`src/rtl/rxtt_pkg.sv`:
```
package rxtt_pkg;

  // Threshold in characters for each 2-bit trigger code.
  function automatic int unsigned trig_bytes(input logic [1:0] code);
    case (code)
      2'b00:   return 1;
      2'b01:   return 4;
      2'b10:   return 8;
      default: return 14;
    endcase
  endfunction

endpackage

```
`src/rtl/rxtt_rst_sync.sv`:
```
module rxtt_rst_sync #(
  parameter int STAGES = 2
) (
  input  logic clk,
  input  logic arst_n,
  output logic srst_n
);

  logic [STAGES-1:0] sync_q;
  logic [STAGES-1:0] sync_d;

  always_comb begin
    sync_d = {sync_q[STAGES-2:0], 1'b1};
  end

  always_ff @(posedge clk or negedge arst_n) begin
    if (!arst_n) sync_q <= '0;
    else         sync_q <= sync_d;
  end

  assign srst_n = sync_q[STAGES-1];

endmodule

```
`src/rtl/rxtt_thresh.sv`:
```
module rxtt_thresh
  import rxtt_pkg::*;
#(
  parameter int LVL_W = 5
) (
  input  logic             clk,
  input  logic             rst_n,
  input  logic [LVL_W-1:0] level,
  input  logic [1:0]       sel,
  input  logic             rda_en,
  output logic             hit,
  output logic             rda_irq
);

  logic [3:0] hit_by_code;
  logic       hit_d;
  logic       irq_d;
  logic       hit_q;
  logic       irq_q;

  // One comparator per trigger code; the code only drives the final mux.
  for (genvar k = 0; k < 4; k++) begin : g_cmp
    assign hit_by_code[k] = (level >= LVL_W'(trig_bytes(2'(k))));
  end

  always_comb begin
    hit_d = hit_by_code[sel];
    irq_d = hit_d & rda_en;
  end

  always_ff @(posedge clk or negedge rst_n) begin
    if (!rst_n) begin
      hit_q <= 1'b0;
      irq_q <= 1'b0;
    end else begin
      hit_q <= hit_d;
      irq_q <= irq_d;
    end
  end

  assign hit     = hit_q;
  assign rda_irq = irq_q;

endmodule

```
`src/rtl/rxtt_idle_timer.sv`:
```
module rxtt_idle_timer #(
  parameter int LVL_W     = 5,
  parameter int TMO_CHARS = 4
) (
  input  logic             clk,
  input  logic             rst_n,
  input  logic [LVL_W-1:0] level,
  input  logic             push,
  input  logic             pop,
  input  logic             char_tick,
  input  logic             rbr_read,
  output logic             tmo_pend
);

  localparam int TMO_W = $clog2(TMO_CHARS + 1);
  localparam logic [TMO_W-1:0] CNT_LAST = TMO_W'(TMO_CHARS - 1);
  localparam logic [TMO_W-1:0] CNT_FULL = TMO_W'(TMO_CHARS);

  logic [TMO_W-1:0] cnt_q;
  logic [TMO_W-1:0] cnt_d;
  logic             cnt_en;
  logic             flag_q;
  logic             flag_d;
  logic             flag_en;
  logic             restart;
  logic             expire;

  always_comb begin
    restart = push | pop | (level == '0);
    expire  = !restart && char_tick && (cnt_q == CNT_LAST);
    // The count saturates at CNT_FULL, so a timeout is declared once per quiet period.
    cnt_en  = restart | (char_tick && (cnt_q != CNT_FULL));
    cnt_d   = restart ? '0 : cnt_q + TMO_W'(1);
    // A read clears the flag and wins over a timeout at the same edge.
    flag_en = rbr_read | expire;
    flag_d  = !rbr_read;
  end

  always_ff @(posedge clk or negedge rst_n) begin
    if (!rst_n) begin
      cnt_q  <= '0;
      flag_q <= 1'b0;
    end else begin
      if (cnt_en)  cnt_q  <= cnt_d;
      if (flag_en) flag_q <= flag_d;
    end
  end

  assign tmo_pend = flag_q;

endmodule

```
`src/rtl/rx_trig_tmo.sv`:
```
module rx_trig_tmo #(
  parameter int DEPTH       = 16,
  parameter int TMO_CHARS   = 4,
  parameter int SYNC_STAGES = 2,
  localparam int LVL_W      = $clog2(DEPTH + 1)
) (
  input  logic             clk,
  input  logic             rst_n,
  input  logic [LVL_W-1:0] fifo_level,
  input  logic             fifo_push,
  input  logic             fifo_pop,
  input  logic [1:0]       trig_sel,
  input  logic             char_tick,
  input  logic             rbr_read,
  input  logic             rda_en,
  output logic             trig_hit,
  output logic             rda_irq,
  output logic             tmo_pend
);

  logic rst_sn;

  rxtt_rst_sync #(
    .STAGES (SYNC_STAGES)
  ) u_rst (
    .clk    (clk),
    .arst_n (rst_n),
    .srst_n (rst_sn)
  );

  rxtt_thresh #(
    .LVL_W (LVL_W)
  ) u_thresh (
    .clk     (clk),
    .rst_n   (rst_sn),
    .level   (fifo_level),
    .sel     (trig_sel),
    .rda_en  (rda_en),
    .hit     (trig_hit),
    .rda_irq (rda_irq)
  );

  rxtt_idle_timer #(
    .LVL_W     (LVL_W),
    .TMO_CHARS (TMO_CHARS)
  ) u_timer (
    .clk       (clk),
    .rst_n     (rst_sn),
    .level     (fifo_level),
    .push      (fifo_push),
    .pop       (fifo_pop),
    .char_tick (char_tick),
    .rbr_read  (rbr_read),
    .tmo_pend  (tmo_pend)
  );

endmodule

```
`config.mk`:
```
export PLATFORM = sky130hd
export DESIGN_NAME = rx_trig_tmo
export DESIGN_NICKNAME = d
export VERILOG_FILES = /design/src/rtl/rxtt_pkg.sv /design/src/rtl/rxtt_rst_sync.sv /design/src/rtl/rxtt_thresh.sv /design/src/rtl/rxtt_idle_timer.sv /design/src/rtl/rx_trig_tmo.sv
export SDC_FILE = /design/constraint.sdc
export NUM_CORES = 1
export LEC_CHECK = 0
export ABC_CLOCK_PERIOD_IN_PS = 800
export CAP_MARGIN = 25
export CELL_PAD_IN_SITES_DETAIL_PLACEMENT = 0
export CELL_PAD_IN_SITES_GLOBAL_PLACEMENT = 1
export CORE_MARGIN = 2
export CORE_UTILIZATION = 31
export CTS_BUF_LIST = sky130_fd_sc_hd__clkbuf_16
export CTS_CLUSTER_SIZE = 10
export DETAILED_ROUTE_END_ITERATION = 8
export PLACE_DENSITY = 0.76
export SETUP_SLACK_MARGIN = 0.02
export SLEW_MARGIN = 25
export SYNTH_ARGS = -nofsm -noshare
export SYNTH_HDL_FRONTEND = slang
export SYNTH_SLANG_ARGS = --single-unit
export TNS_END_PERCENT = 30
```
`constraint.sdc`:
```
create_clock -name clk -period 0.8 [get_ports clk]
set_input_delay 0.24 -clock clk [delete_from_list [all_inputs] [get_ports clk]]
set_output_delay 0.24 -clock clk [all_outputs]
set_load 0.02 [all_outputs]
```
==> metrics, run 1 <==
CTS Hold Buffers Added 0; f_max 845 MHz; die footprint 1630 um^2; Skew-Pair Late Insertion Delay 230 ps; Worst Setup Slack, final -384 ps; Clock Power Share 0.567; unrepaired setup endpoints after global routing yes; cts bufs inserted 3; Clk pin slew, worst setup/hold paths 40 ps; First DRT Iteration DRCs 0; final period utilization 1.48; sequential fraction of the synthesis area 0.488; largest net degree at the start of global routing 7; detailed-route wire length per cell 10.7 um; GRT Util Overall 0.136; 1st-pass router iterations 1; DR vias 332; CTS tree yes; number of distinct library cells after synthesis 18; CTS Buffer Depth 2; Avg Cell Area, Syn 11.1 um^2; first-pass GRT wire length 1.37 mm; nature of the critical path startpoint flip-flop; critical path arrival 1330 ps; synthesized cell area 410 um^2; grt ovf 0; Worst Skew 3.19 ps; Final Hold Fails 0; Leakage 0.321 nW; Seq pwr share 0.305; Max Slew Vio Count 0; Pint 1.18 mW; Psw 261 uW; Area Growth Syn to Fin 78.0%; critical path endpoint category flip-flop; DRC violations left 0; power density over the cells 1970 nW/um^2; setup_tns -2040 ps; sw frac 0.182; Comb power frac 0.128; violated checks setup timing; Syn Inst Count 37; WL final 806 um; initial antenna violation count 0; H-Tree Level Count 1; #FFs+latches synth 8; slowest stage cell on the critical path dfrtp_1; critical path, cell by cell inv_1 > ha_2 > a21boi_4 > buf_4 > buf_6 > a211oi_2; vias per cell 4.43; Routability Congestion 0.777; Core Region 1270 um^2; fraction of layout cells with a size suffix above 1 0.350; Initial Util 0.323; clock tree root buffer cell clkbuf_16; WS Path Type reg -> reg; Setup violations, final 9; Ant. Diodes 0; die height 40.4 um; port buffer count 16; Std-Cell Rows 13; Syn Nets 54; DP Area 614 um^2; Post-DRT Antenna Nets 0; WP data required 940 ps; post-layout minimum cycle time 1180 ps; final core occ 0.576; run status finished, violations left; maxcap violations 0; IO Count 17; Final nets 79; warning count from the yosys run 0; Die Wd 40.4 um; CTS sink cnt 8; Post-DP HPWL 639 um; HP Class reg -> async; slowest stage delay, CP 390 ps; Peak VDD IR 1810 uV; Final Cell Area 731 um^2; vias in the first global route 357; maximum fanout along the worst path 3
[registers in the layout, summed over array words and instances (netlist names)]
signal	flops
u_timer.tmo_pend	1
u_thresh.hit	1
u_timer.cnt_q	3
u_rst.sync_q	2
u_thresh.rda_irq	1
[cells by family after synthesis]
group | Yosys count | synth area share
buffers and inverters | 5 | 0.0457
AOI/OAI and AO/OA | 9 | 0.198
other | 1 | 0.00914
adders and majority gates | 3 | 0.0915
xor gates and xnor gates | 1 | 0.0213
and+or+nand+nor | 9 | 0.122
muxes | 1 | 0.0244
DFF | 8 | 0.488
[placed cells by master, fill, tap and decap left out, drive strengths merged, types with 2 or more instances in the layout]
cell,count
a211oi,2
dlygate4sd2,4
clkdlybuf4s50,6
buf,7
nor2,5
ha,3
dfrtp,8
clkbuf,3
a21oi,2
inv,5
clkdlybuf4s15,2
[worst max-delay path, delay by kind of cell (launching register included)]
kind / cells / cell delay (ps)
fa+ha+maj: 1 / 180
buf+inv: 3 / 310
flops: 1 / 390
compound gates: 2 / 230
[synthesized netlist by cell type]
library cell / count / share of area
nand4b_1: 1 / 0.021
dfrtp_1: 8 / 0.49
nor3_1: 1 / 0.012
mux2i_1: 1 / 0.024
o31ai_4: 1 / 0.052
a21boi_2: 1 / 0.027
nor2_1: 5 / 0.046
ha_1: 3 / 0.091
o21bai_1: 1 / 0.018
conb_1: 1 / 0.0091
xnor2_1: 1 / 0.021
o22ai_1: 1 / 0.015
a21oi_1: 2 / 0.024
nand2b_1: 1 / 0.015
a21bo_2: 1 / 0.024
a211oi_1: 2 / 0.037
or3_4: 1 / 0.027
inv_1: 5 / 0.046
[final timing paths]
kind                             startpoint               end  slack, ps  cells past startpoint
max in group asynchronous             rst_n   u_rst.sync_q[1]        500                      1
min in group clk            u_rst.sync_q[0]   u_rst.sync_q[1]        350                      0
min                         u_rst.sync_q[1]      u_thresh.hit         80                      0
max reg2reg                u_timer.cnt_q[0]  u_timer.cnt_q[2]       -380                      6
min reg2reg                 u_rst.sync_q[1]      u_thresh.hit         80                      0
max                        u_timer.cnt_q[0]  u_timer.cnt_q[2]       -380                      6
[layout make-up]
class                   instances  area (um^2)
repair buffers                 20          183
well taps                      15         18.8
flip-flops and latches          8          200
inverters                       5         18.8
fillers                       117          538
clock buffers                   3         75.1
multi-input cells              24          235
[through the flow]
step	hold slack (ps)	cells	power, mW	setup WS, ps
CTS	94.7	74	1.44	-381
global route	115	75	1.51	-449
global placement	94.7	71	0.615	-685
finish	84.5	75	1.44	-384
detailed placement	95.7	71	0.617	-709
floorplan	-55.6	37	0.504	-307
[power by group through the flow]
stage	Combinational, mW	Sequential, mW	Clock [mW]
floorplan	0.0544	0.450	0
finish	0.185	0.438	0.815
global placement	0.174	0.442	0
detailed placement	0.174	0.442	0
global route	0.202	0.441	0.863
CTS	0.174	0.439	0.831
[what timing repair did]
action | in CTS | in global routing
pin swaps | 4 | 4
buffers inserted | 0 | 1
resized for setup | 26 | 6
setup endpoints to repair | 9 | 9
[metal layers]
layer	part of all wire	vias up	wire (um)	GRT usage
li1	-	176	-	-
met2	0.50	9	402	0.242
met1	0.44	147	351	0.143
met5	0	-	0	0
met3	0.065	0	52	0.0667
met4	0	0	0	0.0250
Note: power is estimated with default switching activity, not from simulation.
==> run 2, diff against run 1 <==
--- a/config.mk
+++ b/config.mk
@@ -12,7 +12,6 @@
 export CORE_MARGIN = 2
 export CORE_UTILIZATION = 31
 export CTS_BUF_LIST = sky130_fd_sc_hd__clkbuf_16
-export CTS_CLUSTER_SIZE = 10
 export DETAILED_ROUTE_END_ITERATION = 8
 export PLACE_DENSITY = 0.76
 export SETUP_SLACK_MARGIN = 0.02
==> results of run 2 <==
No change in the layout: final DEF, timing and power equal those of run 1.
